<file path="src/rtl/puf_pkg.sv">
package puf_pkg;

   typedef enum logic [1:0] {
      ST_IDLE  = 2'd0,
      ST_RUN   = 2'd1,
      ST_DRAIN = 2'd2
   } puf_state_e;

   function automatic int unsigned max_u(input int unsigned x, input int unsigned y);
      return (x > y) ? x : y;
   endfunction

endpackage

</file>
<file path="src/rtl/puf_edge_sync.sv">
module puf_edge_sync #(
   parameter int STAGES = 2
) (
   input  logic clk,
   input  logic rst_n,
   input  logic osc,
   output logic rise
);
   if (STAGES < 2) begin : g_bad_stages
      $error("puf_edge_sync: STAGES must be at least 2");
   end

   logic [STAGES-1:0] shreg;
   logic              prev;

   always_ff @(posedge clk or negedge rst_n) begin
      if (!rst_n) begin
         shreg <= '0;
         prev  <= 1'b0;
      end else begin
         shreg <= {shreg[STAGES-2:0], osc};
         prev  <= shreg[STAGES-1];
      end
   end

   assign rise = shreg[STAGES-1] & ~prev;
endmodule

</file>
<file path="src/rtl/puf_sat_cnt.sv">
module puf_sat_cnt #(
   parameter int W = 16
) (
   input  logic         clk,
   input  logic         rst_n,
   input  logic         clr,
   input  logic         en,
   input  logic         inc,
   output logic [W-1:0] cnt
);
   if (W < 2) begin : g_bad_w
      $error("puf_sat_cnt: W must be at least 2");
   end

   localparam logic [W-1:0] TOP = '1;

   always_ff @(posedge clk or negedge rst_n) begin
      if (!rst_n)
         cnt <= '0;
      else if (clr)
         cnt <= '0;
      else if (en && inc && (cnt != TOP))
         cnt <= cnt + 1'b1;
   end
endmodule

</file>
<file path="src/rtl/puf_seq.sv">
module puf_seq
   import puf_pkg::*;
#(
   parameter int WINDOW    = 1024,
   parameter int DRAIN_CYC = 3,
   parameter int K         = 8,
   parameter int SEL_W     = 4
) (
   input  logic             clk,
   input  logic             rst_n,
   input  logic             start,
   input  logic             multi,
   input  logic [SEL_W-1:0] chal_a,
   input  logic [SEL_W-1:0] chal_b,
   output logic             busy,
   output logic             run,
   output logic             cnt_clr,
   output logic             cnt_en,
   output logic             decide,
   output logic             last,
   output logic             multi_q,
   output logic             start_acc,
   output logic [SEL_W-1:0] sel_a,
   output logic [SEL_W-1:0] sel_b
);
   localparam int TW = $clog2(max_u(WINDOW, DRAIN_CYC) + 1);
   localparam int KW = (K > 1) ? $clog2(K) : 1;
   localparam logic [TW-1:0] WIN_LAST   = TW'(WINDOW - 1);
   localparam logic [TW-1:0] DRAIN_LAST = TW'(DRAIN_CYC - 1);
   localparam logic [KW-1:0] IDX_LAST   = KW'(K - 1);

   puf_state_e       state;
   logic [TW-1:0]    tmr;
   logic [KW-1:0]    idx;
   logic [SEL_W-1:0] base_a, base_b;
   logic             more;

   assign start_acc = (state == ST_IDLE) && start;
   assign more      = multi_q && (idx != IDX_LAST);
   assign decide    = (state == ST_DRAIN) && (tmr == DRAIN_LAST);
   assign last      = decide && !more;
   assign busy      = (state != ST_IDLE);
   assign run       = (state == ST_RUN);
   assign cnt_en    = (state == ST_RUN) || (state == ST_DRAIN);
   assign cnt_clr   = start_acc || decide;
   assign sel_a     = base_a + SEL_W'(idx);
   assign sel_b     = base_b + SEL_W'(idx);

   always_ff @(posedge clk or negedge rst_n) begin
      if (!rst_n) begin
         state   <= ST_IDLE;
         tmr     <= '0;
         idx     <= '0;
         base_a  <= '0;
         base_b  <= '0;
         multi_q <= 1'b0;
      end else begin
         case (state)
            ST_IDLE: begin
               if (start) begin
                  state   <= ST_RUN;
                  tmr     <= '0;
                  idx     <= '0;
                  base_a  <= chal_a;
                  base_b  <= chal_b;
                  multi_q <= multi;
               end
            end
            ST_RUN: begin
               if (tmr == WIN_LAST) begin
                  state <= ST_DRAIN;
                  tmr   <= '0;
               end else begin
                  tmr <= tmr + 1'b1;
               end
            end
            ST_DRAIN: begin
               if (tmr == DRAIN_LAST) begin
                  tmr <= '0;
                  if (more) begin
                     idx   <= idx + 1'b1;
                     state <= ST_RUN;
                  end else begin
                     state <= ST_IDLE;
                  end
               end else begin
                  tmr <= tmr + 1'b1;
               end
            end
            default: state <= ST_IDLE;
         endcase
      end
   end
endmodule

</file>
<file path="src/rtl/ro_puf_resp.sv">
module ro_puf_resp #(
   parameter int N_OSC       = 16,
   parameter int WINDOW      = 1024,
   parameter int CNT_W       = 16,
   parameter int K           = 8,
   parameter int SYNC_STAGES = 2,
   localparam int SEL_W      = $clog2(N_OSC)
) (
   input  logic             clk,
   input  logic             rst_n,
   input  logic             start,
   input  logic             multi,
   input  logic [SEL_W-1:0] chal_a,
   input  logic [SEL_W-1:0] chal_b,
   input  logic [N_OSC-1:0] osc_in,
   output logic [N_OSC-1:0] osc_en,
   output logic             busy,
   output logic             done,
   output logic             resp_bit,
   output logic [K-1:0]     resp_word
);
   localparam int DRAIN_CYC = SYNC_STAGES + 1;

   if (N_OSC < 2 || (N_OSC & (N_OSC - 1)) != 0) begin : g_bad_n
      $error("ro_puf_resp: N_OSC must be a power of two, at least 2");
   end
   if (K < 2) begin : g_bad_k
      $error("ro_puf_resp: K must be at least 2");
   end
   if (WINDOW < 2) begin : g_bad_win
      $error("ro_puf_resp: WINDOW must be at least 2");
   end

   logic             run, cnt_clr, cnt_en, decide, last, multi_q, start_acc;
   logic [SEL_W-1:0] sel_a, sel_b;
   logic [1:0]       osc_pick, rise;
   logic [CNT_W-1:0] cnt_a, cnt_b;
   logic             a_wins;

   puf_seq #(
      .WINDOW    (WINDOW),
      .DRAIN_CYC (DRAIN_CYC),
      .K         (K),
      .SEL_W     (SEL_W)
   ) u_seq (
      .clk       (clk),
      .rst_n     (rst_n),
      .start     (start),
      .multi     (multi),
      .chal_a    (chal_a),
      .chal_b    (chal_b),
      .busy      (busy),
      .run       (run),
      .cnt_clr   (cnt_clr),
      .cnt_en    (cnt_en),
      .decide    (decide),
      .last      (last),
      .multi_q   (multi_q),
      .start_acc (start_acc),
      .sel_a     (sel_a),
      .sel_b     (sel_b)
   );

   for (genvar g = 0; g < N_OSC; g++) begin : g_gate
      assign osc_en[g] = run && ((sel_a == SEL_W'(g)) || (sel_b == SEL_W'(g)));
   end

   assign osc_pick[0] = osc_in[sel_a];
   assign osc_pick[1] = osc_in[sel_b];

   for (genvar c = 0; c < 2; c++) begin : g_chan
      puf_edge_sync #(.STAGES(SYNC_STAGES)) u_sync (
         .clk   (clk),
         .rst_n (rst_n),
         .osc   (osc_pick[c]),
         .rise  (rise[c])
      );
   end

   puf_sat_cnt #(.W(CNT_W)) u_cnt_a (
      .clk (clk), .rst_n (rst_n), .clr (cnt_clr), .en (cnt_en),
      .inc (rise[0]), .cnt (cnt_a)
   );
   puf_sat_cnt #(.W(CNT_W)) u_cnt_b (
      .clk (clk), .rst_n (rst_n), .clr (cnt_clr), .en (cnt_en),
      .inc (rise[1]), .cnt (cnt_b)
   );

   assign a_wins = (cnt_a > cnt_b);

   always_ff @(posedge clk or negedge rst_n) begin
      if (!rst_n) begin
         resp_bit  <= 1'b0;
         resp_word <= '0;
         done      <= 1'b0;
      end else begin
         done <= last;
         if (start_acc && multi)
            resp_word <= '0;
         else if (decide && multi_q)
            resp_word <= {a_wins, resp_word[K-1:1]};
         if (decide)
            resp_bit <= a_wins;
      end
   end
endmodule

</file>
<file path="config.mk">
export PLATFORM = sky130hd
export DESIGN_NAME = ro_puf_resp
export DESIGN_NICKNAME = d
export VERILOG_FILES = /design/src/rtl/puf_pkg.sv /design/src/rtl/puf_edge_sync.sv /design/src/rtl/puf_sat_cnt.sv /design/src/rtl/puf_seq.sv /design/src/rtl/ro_puf_resp.sv
export SDC_FILE = /design/constraint.sdc
export NUM_CORES = 1
export LEC_CHECK = 0
export ABC_CLOCK_PERIOD_IN_PS = 2500
export BUFFER_PORTS_ARGS = -buffer_cell sky130_fd_sc_hd__buf_2
export CAP_MARGIN = 20
export CORE_ASPECT_RATIO = 1.4
export CORE_UTILIZATION = 37
export DETAILED_ROUTE_END_ITERATION = 7
export PLACE_DENSITY = 0.69
export SKIP_CTS_REPAIR_TIMING = 1
export SLEW_MARGIN = 30
export SYNTH_ARGS = -nofsm -noshare
export SYNTH_HDL_FRONTEND = slang
export SYNTH_SLANG_ARGS = --single-unit
</file>
<file path="constraint.sdc">
create_clock -name clk -period 2.5 [get_ports clk]
set_input_delay 0.5 -clock clk [delete_from_list [all_inputs] [get_ports clk]]
set_output_delay 0.5 -clock clk [all_outputs]
set_load 0.02 [all_outputs]
</file>
==> metrics.md <==
| Metric | Value |
|---|---|
| Status | finished, violations left |
| Failing checks | setup timing |
| Clock Sinks | 73 |
| Die X | 97.10 um |
| CP Launch Type | register |
| Crit path buf inv count | 1 |
| Cell at the slowest stage of the critical path | dfrtp_2 |
| Design Area, Final | 5898 um2 |
| Final GP Congestion | 0.8708 |
| Max incr delay on CP | 450 ps |
| CP Class | register to primary output |
| P_leak | 2.662 nW |
| Clk pin slew, worst setup/hold paths | 60 ps |
| Power Density | 904.5 nW/um2 |
| Antenna Cells | 0 |
| Die height | 135.1 um |
| Period utilization | 111.2% |
| Port Buf Inserts | 54 |
| Largest net degree at the start of global routing | 48 |
| Via count | 4053 |
| CTS tree | done |
| Async SR Flop Fraction | 100.0% |
| Final Setup Violations | 17 |
| Synthesis-to-layout area growth | 25.91% |
| Fin worst setup slack | -280.3 ps |
| Clk Latency, worst-skew pair | 340 ps |
| Ys Warns | 0 |
| H-tree depth | 3 |
| IR Drop Worst-Case VDD | 0.7170 mV |
| Die area | 13120 um2 |
| Avg Inst Size Synth | 9.560 um2 |
| Fmax | 359.7 MHz |
| CTS Buf Count | 9 |
| Std-Cell Rows | 48 |
| Number of I/O pins | 55 |
| Initial antenna violation count | 0 |
| Post-Place Cells | 701 |
| Total GRT Usage | 17.77% |
| First-pass GRT wire length | 18.79 mm |
| CTS Root Cell | clkbuf_16 |
| Hold Path Class | primary input to asynchronous set/reset pin |
| Crit-path cells | ha_1, a21o_1, a21oi_2, xnor2_2, nand2b_1, o22ai_1, buf_4 |
| Initial Util | 38.05% |
| Post-synth EDFFs | 0 |
| Initial drt markers | 174 |
| Sequential element share of the synthesized area | 39.00% |
| CP Capture Type | primary output |
| Routed wire length | 11.61 mm |
| DRT Pass-1 Iters | 4 |
| Slew headroom | 58.08% |
| DRC | 0 |
| Max-cap violation count | 0 |
| Library cells used by synthesis | 54 |
| Synth top area cells | dfrtp_1, ha_1, xnor2_1 |
| Slew @ Worst Pin | 623.6 ps |
| Placement Cell Area | 5331 um2 |
| Primary FF master, synth | dfrtp_1 |
| Yosys top cell area share | 39.00% |
| Routed Antenna Nets | 0 |
| Post-Synthesis Cells | 490 |
| Flops & latches, synth | 73 |
| Clock skew | 6.315 ps |
| Min Tclk post-route | 2780 ps |
| DR WL/cell | 16.03 um |
| Vias/cell | 5.598 |
| Count leader, synth | dfrtp_1 |
| Top Family by Delay on Critical Path | compound AO/OA/AOI/OAI gates |
| Hold Vio Cnt, Final | 0 |
| Vias in the first global route | 4044 |
| Commonest cells in the netlist | dfrtp_1, nor2_1, nand2_1 |
| Core area | 12310 um2 |
| Share of layout cells above drive strength 1 | 26.66% |
| RSZ-0062 raised after global routing | true |
| Worst path required time | 2000 ps |
| Hold Slack | 78.75 ps |
| Mapped Area | 4684 um2 |
| Post-Layout Cell Count | 724 |
| Max Slew Vio Count | 0 |
| Total grt overflow | 0 |
| Post-Synthesis Net Count | 552 |
| DP Wirelength | 8.431 mm |
| Nets | 631 |
| Area leader, netlist | dfrtp_1 |
| Longest Clk Path Bufs | 2 |
| Critical Path AT | 2280 ps |
| Crit path max fanout | 5 |
-- through the flow --
step                      worst slack (ps)  util, %  TNS (ps)  power [W]
after floorplan                     -45.03        -    -142.4   0.002975
after global placement              -2.243    43.30    -2.243   0.003580
after detailed placement            -22.70    43.30    -104.3   0.003645
after CTS                           -391.1    45.75     -5679   0.004976
after global routing                -329.7    47.91     -4429   0.005623
final                               -280.3    47.91     -3471   0.005335
-- worst reg2reg max path: stages, from the launching register on --
cell,delay (ps)
dfrtp_1,410
ha_2,200
fa_2,560
buf_6,120
buf_4,110
buf_6,110
mux4_2,290
mux4_2,470
o21bai_1,170
-- registers in the layout, indices dropped and copies added, names as in the netlist --
name / count
u_seq.state: 2
u_seq.multi_q: 1
u_seq.base_a: 4
resp_word: 8
u_cnt_b.cnt: 16
done: 1
u_seq.idx: 3
u_cnt_a.cnt: 16
g_chan.u_sync.shreg: 4
u_seq.base_b: 4
u_seq.tmr: 11
resp_bit: 1
g_chan.u_sync.prev: 2
-- logic make-up (layout without fill, tap and decap cells) --
group                      count (synthesis)  count (layout)  share of synthesized area (%)
and+or+nand+nor                          198             198                          22.30
xor gates and xnor gates                  28              28                          5.235
adders and majority gates                 34              34                          9.402
AOI/OAI and AO/OA                         92              92                          13.17
muxes                                     26              26                          7.666
DFF                                       73              73                          39.00
buffers and inverters                     39             123                          3.232
-- area by class of cell --
| class | instances | area, um2 |
|---|---|---|
| multi-input cells | 378 | 2894 |
| flip-flops and latches | 73 | 1828 |
| clock buffers | 9 | 225.2 |
| repair buffers | 83 | 596.8 |
| well taps | 150 | 187.7 |
| inverters | 24 | 90.09 |
| fillers | 1101 | 6414 |
| clock inverters | 7 | 76.32 |
-- per-layer routing --
layer,GRT usage [%],up-vias,part of all wire [%]
met4,7.629,0,2.9
met3,4.076,31,3.7
met2,32.71,110,54
li1,-,1957,-
met1,19.50,1955,39
met5,0,-,0
-- report_power, final --
part	internal, W	switching (W)	total [W]
logic	0.00116	0.00133	0.00249
registers	0.00136	0.000164	0.00152
clock network	0.000779	0.000539	0.00132
total	0.00330	0.00204	0.00534
-- layout by cell type (no fill, tap or decap), drive strengths merged, types with 9 or more instances in the layout --
master and n:
buf 83, dfrtp 73, nor2 45, nand2 37, ha 32, nand3 27
inv 26, xnor2 25, a21oi 23, nand4 17, o21ai 16, o22ai 14
nor3 13, mux2i 10, mux2 9, clkbuf 9
-- path summary, 6_finish.rpt --
path,end,slack (ps),cells after the start,startpoint
worst max-delay path,osc_en[1],-280,7,u_seq.idx[1]$_DFFE_PN0P_
worst min-delay path,u_cnt_a.cnt[14]$_DFFE_PN0P_,80,1,rst_n
worst max register to register,g_chan[1].u_sync.shreg[0]$_DFF_PN0_,-80,8,u_seq.idx[0]$_DFFE_PN0P_
worst min register to register,g_chan[1].u_sync.shreg[1]$_DFF_PN0_,350,0,g_chan[1].u_sync.shreg[0]$_DFF_PN0_
max in group asynchronous,u_seq.idx[1]$_DFFE_PN0P_,1830,2,rst_n
min in group clk,g_chan[1].u_sync.shreg[1]$_DFF_PN0_,350,0,g_chan[1].u_sync.shreg[0]$_DFF_PN0_
(Power assumes the default switching activity.)
